File: src/rtl/af_pkg.sv
package af_pkg;

    typedef enum logic [1:0] {
        CLS_NONE  = 2'd0,
        CLS_UCAST = 2'd1,
        CLS_MCAST = 2'd2,
        CLS_BCAST = 2'd3
    } af_class_e;

    localparam int          BYTE_W    = 8;
    localparam int          CRC_W     = 32;
    localparam logic [31:0] CRC_POLY  = 32'hEDB8_8320;
    localparam logic [31:0] CRC_SEED  = 32'hFFFF_FFFF;

endpackage

File: src/rtl/af_crc_byte.sv
module af_crc_byte
    import af_pkg::*;
(
    input  logic [CRC_W-1:0]  crc_in,
    input  logic [BYTE_W-1:0] data,
    output logic [CRC_W-1:0]  crc_out
);
    always_comb begin
        logic [CRC_W-1:0] acc;
        acc = crc_in;
        for (int b = 0; b < BYTE_W; b++) begin
            if (acc[0] ^ data[b]) begin
                acc = (acc >> 1) ^ CRC_POLY;
            end else begin
                acc = acc >> 1;
            end
        end
        crc_out = acc;
    end
endmodule

File: src/rtl/af_ucast_cmp.sv
module af_ucast_cmp
    import af_pkg::*;
#(
    parameter int ADDR_BYTES = 6,
    parameter int IDX_W      = 3
) (
    input  logic [ADDR_BYTES*BYTE_W-1:0] own_addr,
    input  logic [IDX_W-1:0]             idx,
    input  logic [BYTE_W-1:0]            data,
    output logic                         equal
);
    logic [ADDR_BYTES-1:0] hit;

    generate
        for (genvar g = 0; g < ADDR_BYTES; g++) begin : g_lane
            assign hit[g] = (idx == IDX_W'(g)) &&
                            (own_addr[g*BYTE_W +: BYTE_W] == data);
        end
    endgenerate

    assign equal = |hit;
endmodule

File: src/rtl/af_decide.sv
module af_decide
    import af_pkg::*;
#(
    parameter int HASH_BITS = 6,
    localparam int FILT_W   = 1 << HASH_BITS
) (
    input  logic [CRC_W-1:0]  crc,
    input  logic              uc_equal,
    input  logic              all_ones,
    input  logic              group_bit,
    input  logic [FILT_W-1:0] hash_filter,
    input  logic              bcast_en,
    input  logic              mcast_en,
    input  logic              promisc,
    output af_class_e         cls,
    output logic              accept
);
    logic [HASH_BITS-1:0] hidx;
    assign hidx = crc[CRC_W-1 -: HASH_BITS];

    always_comb begin
        cls = CLS_NONE;
        if (all_ones) begin
            if (bcast_en) cls = CLS_BCAST;
        end else if (group_bit) begin
            if (mcast_en && hash_filter[hidx]) cls = CLS_MCAST;
        end else if (uc_equal) begin
            cls = CLS_UCAST;
        end
        accept = promisc || (cls != CLS_NONE);
    end
endmodule

File: src/rtl/af_filter_top.sv
module af_filter_top
    import af_pkg::*;
#(
    parameter int ADDR_BYTES = 6,
    parameter int HASH_BITS  = 6,
    localparam int ADDR_W    = ADDR_BYTES * BYTE_W,
    localparam int FILT_W    = 1 << HASH_BITS,
    localparam int CNT_W     = $clog2(ADDR_BYTES + 1)
) (
    input  logic              clk,
    input  logic              rst_n,
    input  logic              sof,
    input  logic              byte_vld,
    input  logic [7:0]        byte_in,
    input  logic [ADDR_W-1:0] own_addr,
    input  logic [FILT_W-1:0] hash_filter,
    input  logic              bcast_en,
    input  logic              mcast_en,
    input  logic              promisc,
    output logic              decision_vld,
    output logic              accept,
    output logic [1:0]        match_class
);
    typedef struct packed {
        logic             armed;
        logic [CNT_W-1:0] cnt;
        logic [CRC_W-1:0] crc;
        logic             uc_ok;
        logic             ones;
        logic             group;
        logic             dvld;
        logic             acc;
        af_class_e        cls;
    } af_state_t;

    localparam af_state_t FRESH = '{
        armed: 1'b1, cnt: '0, crc: CRC_SEED, uc_ok: 1'b1, ones: 1'b1,
        group: 1'b0, dvld: 1'b0, acc: 1'b0, cls: CLS_NONE
    };
    localparam af_state_t IDLE = '{
        armed: 1'b0, cnt: '0, crc: CRC_SEED, uc_ok: 1'b0, ones: 1'b0,
        group: 1'b0, dvld: 1'b0, acc: 1'b0, cls: CLS_NONE
    };
    localparam logic [CNT_W-1:0] LAST_IDX = CNT_W'(ADDR_BYTES - 1);
    localparam logic [CNT_W-1:0] FULL_CNT = CNT_W'(ADDR_BYTES);

    af_state_t st_q, st_d, base;
    logic [CRC_W-1:0] crc_nxt;
    logic             byte_eq;
    logic             take;
    logic             grp_nxt, uc_nxt, ones_nxt;
    af_class_e        cls_dec;
    logic             acc_dec;

    assign base = sof ? FRESH : st_q;
    assign take = byte_vld && base.armed && (base.cnt < FULL_CNT);

    af_crc_byte u_crc (
        .crc_in  (base.crc),
        .data    (byte_in),
        .crc_out (crc_nxt)
    );

    af_ucast_cmp #(
        .ADDR_BYTES (ADDR_BYTES),
        .IDX_W      (CNT_W)
    ) u_cmp (
        .own_addr (own_addr),
        .idx      (base.cnt),
        .data     (byte_in),
        .equal    (byte_eq)
    );

    assign grp_nxt  = (base.cnt == '0) ? byte_in[0] : base.group;
    assign uc_nxt   = base.uc_ok && byte_eq;
    assign ones_nxt = base.ones && (byte_in == 8'hFF);

    af_decide #(
        .HASH_BITS (HASH_BITS)
    ) u_dec (
        .crc         (crc_nxt),
        .uc_equal    (uc_nxt),
        .all_ones    (ones_nxt),
        .group_bit   (grp_nxt),
        .hash_filter (hash_filter),
        .bcast_en    (bcast_en),
        .mcast_en    (mcast_en),
        .promisc     (promisc),
        .cls         (cls_dec),
        .accept      (acc_dec)
    );

    always_comb begin
        st_d = base;
        if (take) begin
            st_d.cnt   = base.cnt + CNT_W'(1);
            st_d.crc   = crc_nxt;
            st_d.uc_ok = uc_nxt;
            st_d.ones  = ones_nxt;
            st_d.group = grp_nxt;
            if (base.cnt == LAST_IDX) begin
                st_d.dvld = 1'b1;
                st_d.acc  = acc_dec;
                st_d.cls  = cls_dec;
            end
        end
    end

    always_ff @(posedge clk or negedge rst_n) begin
        if (!rst_n) begin
            st_q <= IDLE;
        end else begin
            st_q <= st_d;
        end
    end

    assign decision_vld = st_q.dvld;
    assign accept       = st_q.acc;
    assign match_class  = st_q.cls;
endmodule

File: config.mk
export PLATFORM = sky130hd
export DESIGN_NAME = af_filter_top
export DESIGN_NICKNAME = d
export VERILOG_FILES = /design/src/rtl/af_pkg.sv /design/src/rtl/af_crc_byte.sv /design/src/rtl/af_ucast_cmp.sv /design/src/rtl/af_decide.sv /design/src/rtl/af_filter_top.sv
export SDC_FILE = /design/constraint.sdc
export NUM_CORES = 1
export LEC_CHECK = 0
export ABC_CLOCK_PERIOD_IN_PS = 5100
export BUFFER_PORTS_ARGS = -buffer_cell sky130_fd_sc_hd__buf_2
export CAP_MARGIN = 20
export CORE_MARGIN = 2
export CORE_UTILIZATION = 45
export DETAILED_ROUTE_END_ITERATION = 10
export PLACE_DENSITY = 0.7
export SYNTH_ARGS = -nofsm -noshare
export SYNTH_HDL_FRONTEND = slang
export SYNTH_SLANG_ARGS = --single-unit
File: constraint.sdc
create_clock -name clk -period 5.1 [get_ports clk]
set_clock_uncertainty 0.05 [all_clocks]
set_input_delay 1.53 -clock clk [delete_from_list [all_inputs] [get_ports clk]]
set_output_delay 1.53 -clock clk [all_outputs]
set_load 0.005 [all_outputs]
==> reports/results.tsv <==
stage	metric	value	unit
synth	syn_nets	599	
critical_path	arrival	4.58	ns
placed_design	io_buffers	130	
worst_hold_path	holdPathStages	1	
synth	yosysWarningCount	0	
power	clkPwrFrac	7.7	%
sta	maxClockFrequency	0.2272	GHz
synth	synth.area.mux_share	9.288	%
final_layout	syn2layout_area_growth	18.22	%
critical_path	rr_worst_depth	10	
floorplanning	die_w	100.6	um
sta	final.min_clock_period	4.402	ns
critical_path	cp-end-kind	flop	
floorplanning	die_h	100.6	um
outcome	outcome	completed	
clocking	clk_path_buf_depth	2	
synth	synth_area	4203	um2
job	cap_viol_max_count	0	
critical_path	required	5.28	ns
clocking	cts_hold_buf	0	
power	combinationalPowerShare	70.0	%
power	power.switching	1259	uW
sta	drv_slew	0	
floorplanning	rows	35	
synth	ys_ff_latch	43	
floorplanning	die_area	10130	um2
route	wl_per_cell	16.24	um
synth	syn_inst	467	
sta	slew_headroom	34.59	%
synth	synthAdderAreaFrac	1.489	%
clocking	clock-sinks	43	
critical_path	reg2reg_to	accept	
clocking	cts_root_buffer	clkbuf_8	
power	p_leak	0.002166	uW
sta	tns	0	ns
synth	synth-edff-count	0	
clocking	cts-resized-gates	0	
clocking	cts_setup_buffers	0	
synth	syn_avg_cell_area	9.000	um2
route	drtPass1Iterations	6	
global_routing	grtUsageTotal	22.65	%
route	routed_wl	11.24	mm
critical_path	cpPeakStageDelay	0.63	ns
final_layout	antenna-diode-count	0	
route	vias_per_cell	5.601	
synth	synth_area_leader_cell	dfstp_2	
sta	worstMarginPinSlew	0.9811	ns
floorplanning	start_util	45.92	%
placed_design	place_congestion	0.9120	
critical_path	r2r-start	st_q[11]	
critical_path	ff2ff_setup_slack	1.66	ns
synth	ys_types	52	
sta	final-setup-viol-count	0	
clocking	cts_tree	built	
power	p_int	1624	uW
sta	hold_ws	0.4043	ns
clocking	clk_latency	0.31	ns
critical_path	path_cells	buf_2 -> buf_4 -> nor2_2 -> xnor2_2 -> buf_4 -> xor3_1 -> nand2_1 -> o221ai_1 -> o22ai_1 -> nor4_1 -> nand4_1 -> a31oi_1	
clocking	cts_max_level	2	
sta	setup_slack	0.6978	ns
synth	yosysTopAreaCellShare	20.01	%
critical_path	crit_fanout	19	
synth	synth-xor-area-share	27.92	%
clocking	cts_buffers	5	
sta	hold_viol	0	
global_routing	grt_pass1_vias	3830	
sta	rsz0062_at_grt	false	
power	p_seq_share	22.3	%
critical_path	cp_common_cell	buf_4	
synth	synth_common_cells	62 x nor2_1, 62 x xnor2_1, 42 x xor2_1	
power	power	2882	uW
global_routing	grt_max_degree	57	
power	ir_drop	0.4419	mV
power	powerDensity	580.1	nW/um2
synth	synth_area_leaders	dfstp_2 20%, xnor2_1 13%, xor2_1 8.8%, dfrtp_1 6.5%, nor2_1 5.5%	
sta	fin_crit_sh	86.32	%
placed_design	dpl.hpwl	8.486	mm
final_layout	layout.nets	712	
synth	synth_compound_area_share	13.93	%
power	switching_share	43.67	%
worst_hold_path	holdPathEnd	st_q[42]	
critical_path	startpoint_type	primary input	
global_routing	grt_overflow	0	
worst_hold_path	hp-start	st_q[42]	
synth	synth_top_flop_cell	dfstp_2	
placed_design	preCtsSetupSlack	0.5220	ns
clocking	clk_pin_slew	0.09	ns
route	ant_nets	0	
floorplanning	io_pins	131	
global_routing	antenna_found_initial	0	
global_routing	grt_pass1_wl	18.44	mm
floorplanning	coreArea	9153	um2
synth	synthSimpleGateAreaFrac	15.15	%
route	drc_errors	0	
synth	synth_top_family_by_area	XOR/XNOR gates	
critical_path	criticalPathCategory	in2reg	
route	vias	3876	
final_layout	post_route_cells_drive_above_1_share	34.77	%
synth	synthArstFlopShare	100.0	%
critical_path	cp_slowest_cell	xor3_1	
route	initialDrtViolationCount	172	
worst_hold_path	hold_class	reg2reg	
synth	ys_seq_area_share	26.56	%
-- metrics by stage --
step	instance area [um2]	cells	utilization, %
floorplan	4203	467	-
finish	4969	692	54.29
detailed placement	4883	684	53.36
CTS	4969	692	54.29
global route	4969	692	54.29
global placement	4883	684	53.36
-- cells by family (layout without fill, tap and decap cells) --
logic type / Yosys count / in the layout
AOI/OAI and AO/OA: 93 / 93
xor gates and xnor gates: 118 / 118
adders and majority gates: 5 / 5
buffers and inverters: 43 / 157
and+or+nand+nor: 134 / 134
muxes: 31 / 31
DFF: 43 / 43
-- worst max-delay path by stage --
stage,slack (ns),start,cells after the start,endpoint
finish,0.70,sof,12,accept
detailed placement,0.52,byte_in[0],10,accept
global route,0.57,sof,12,accept
floorplan,1.10,byte_in[2],11,accept
CTS,0.84,sof,12,accept
global placement,0.55,sof,12,accept
-- cells in the final DEF, fill, tap and decap left out, drive strengths merged, types with 2 or more instances in the layout --
master and n:
nand2 13, xor3 2, mux4 6, ha 5
a41oi 2, a21boi 4, o2111ai 2, nand4 11
xnor2 69, nand3 3, dfstp 32, inv 7
clkbuf 6, o21ai 29, mux2i 21, mux2 4
nor2b 2, a22oi 13, buf 141, nor3 13
or3 14, o22a 2, clkinv 2, o22ai 3
a21oi 24, nor2 66, dfrtp 11, o211a 2
xnor3 3, a221o 2, o221ai 5, nor4 9
xor2 44
-- power by group through the flow --
stage / Clock (uW) / Sequential (uW) / Combinational, uW
6_report: 221 / 643 / 2020
5_1_grt: 241 / 659 / 2190
4_1_cts: 225 / 641 / 2010
3_5_place_dp: 0 / 645 / 2000
3_3_place_gp: 0 / 641 / 1950
2_1_floorplan: 0 / 595 / 1750
-- critical path: cells and delay by family --
family,cells,cell delay [ns]
and+or+nand+nor,4,0.90
AOI/OAI and AO/OA,3,0.63
xor gates and xnor gates,2,0.78
buffers and inverters,3,0.74
-- state kept, by name, indices dropped and copies added (netlist names) --
name and flops:
decision_vld 1, match_class 2, st_q 39, accept 1
-- cell type report --
class	count	area (um2)
fillers	838	4184
multi-input cells	381	2853
flip-flops and latches	43	1116
repair buffers	141	745.7
well taps	111	138.9
clock buffers	6	72.57
inverters	8	30.03
clock inverters	2	12.51
-- layer usage --
| layer | track usage [%] | vias up | part of all wire (%) | wire [um] |
|---|---|---|---|---|
| met1 | 29.90 | 1840 | 42 | 4756 |
| li1 | - | 1850 | - | - |
| met4 | 4.215 | 0 | 1.3 | 141 |
| met2 | 39.33 | 168 | 51 | 5701 |
| met5 | 0 | - | 0 | 0 |
| met3 | 3.745 | 18 | 5.7 | 640 |
No activity file was read; power rests on OpenSTA's default activity.
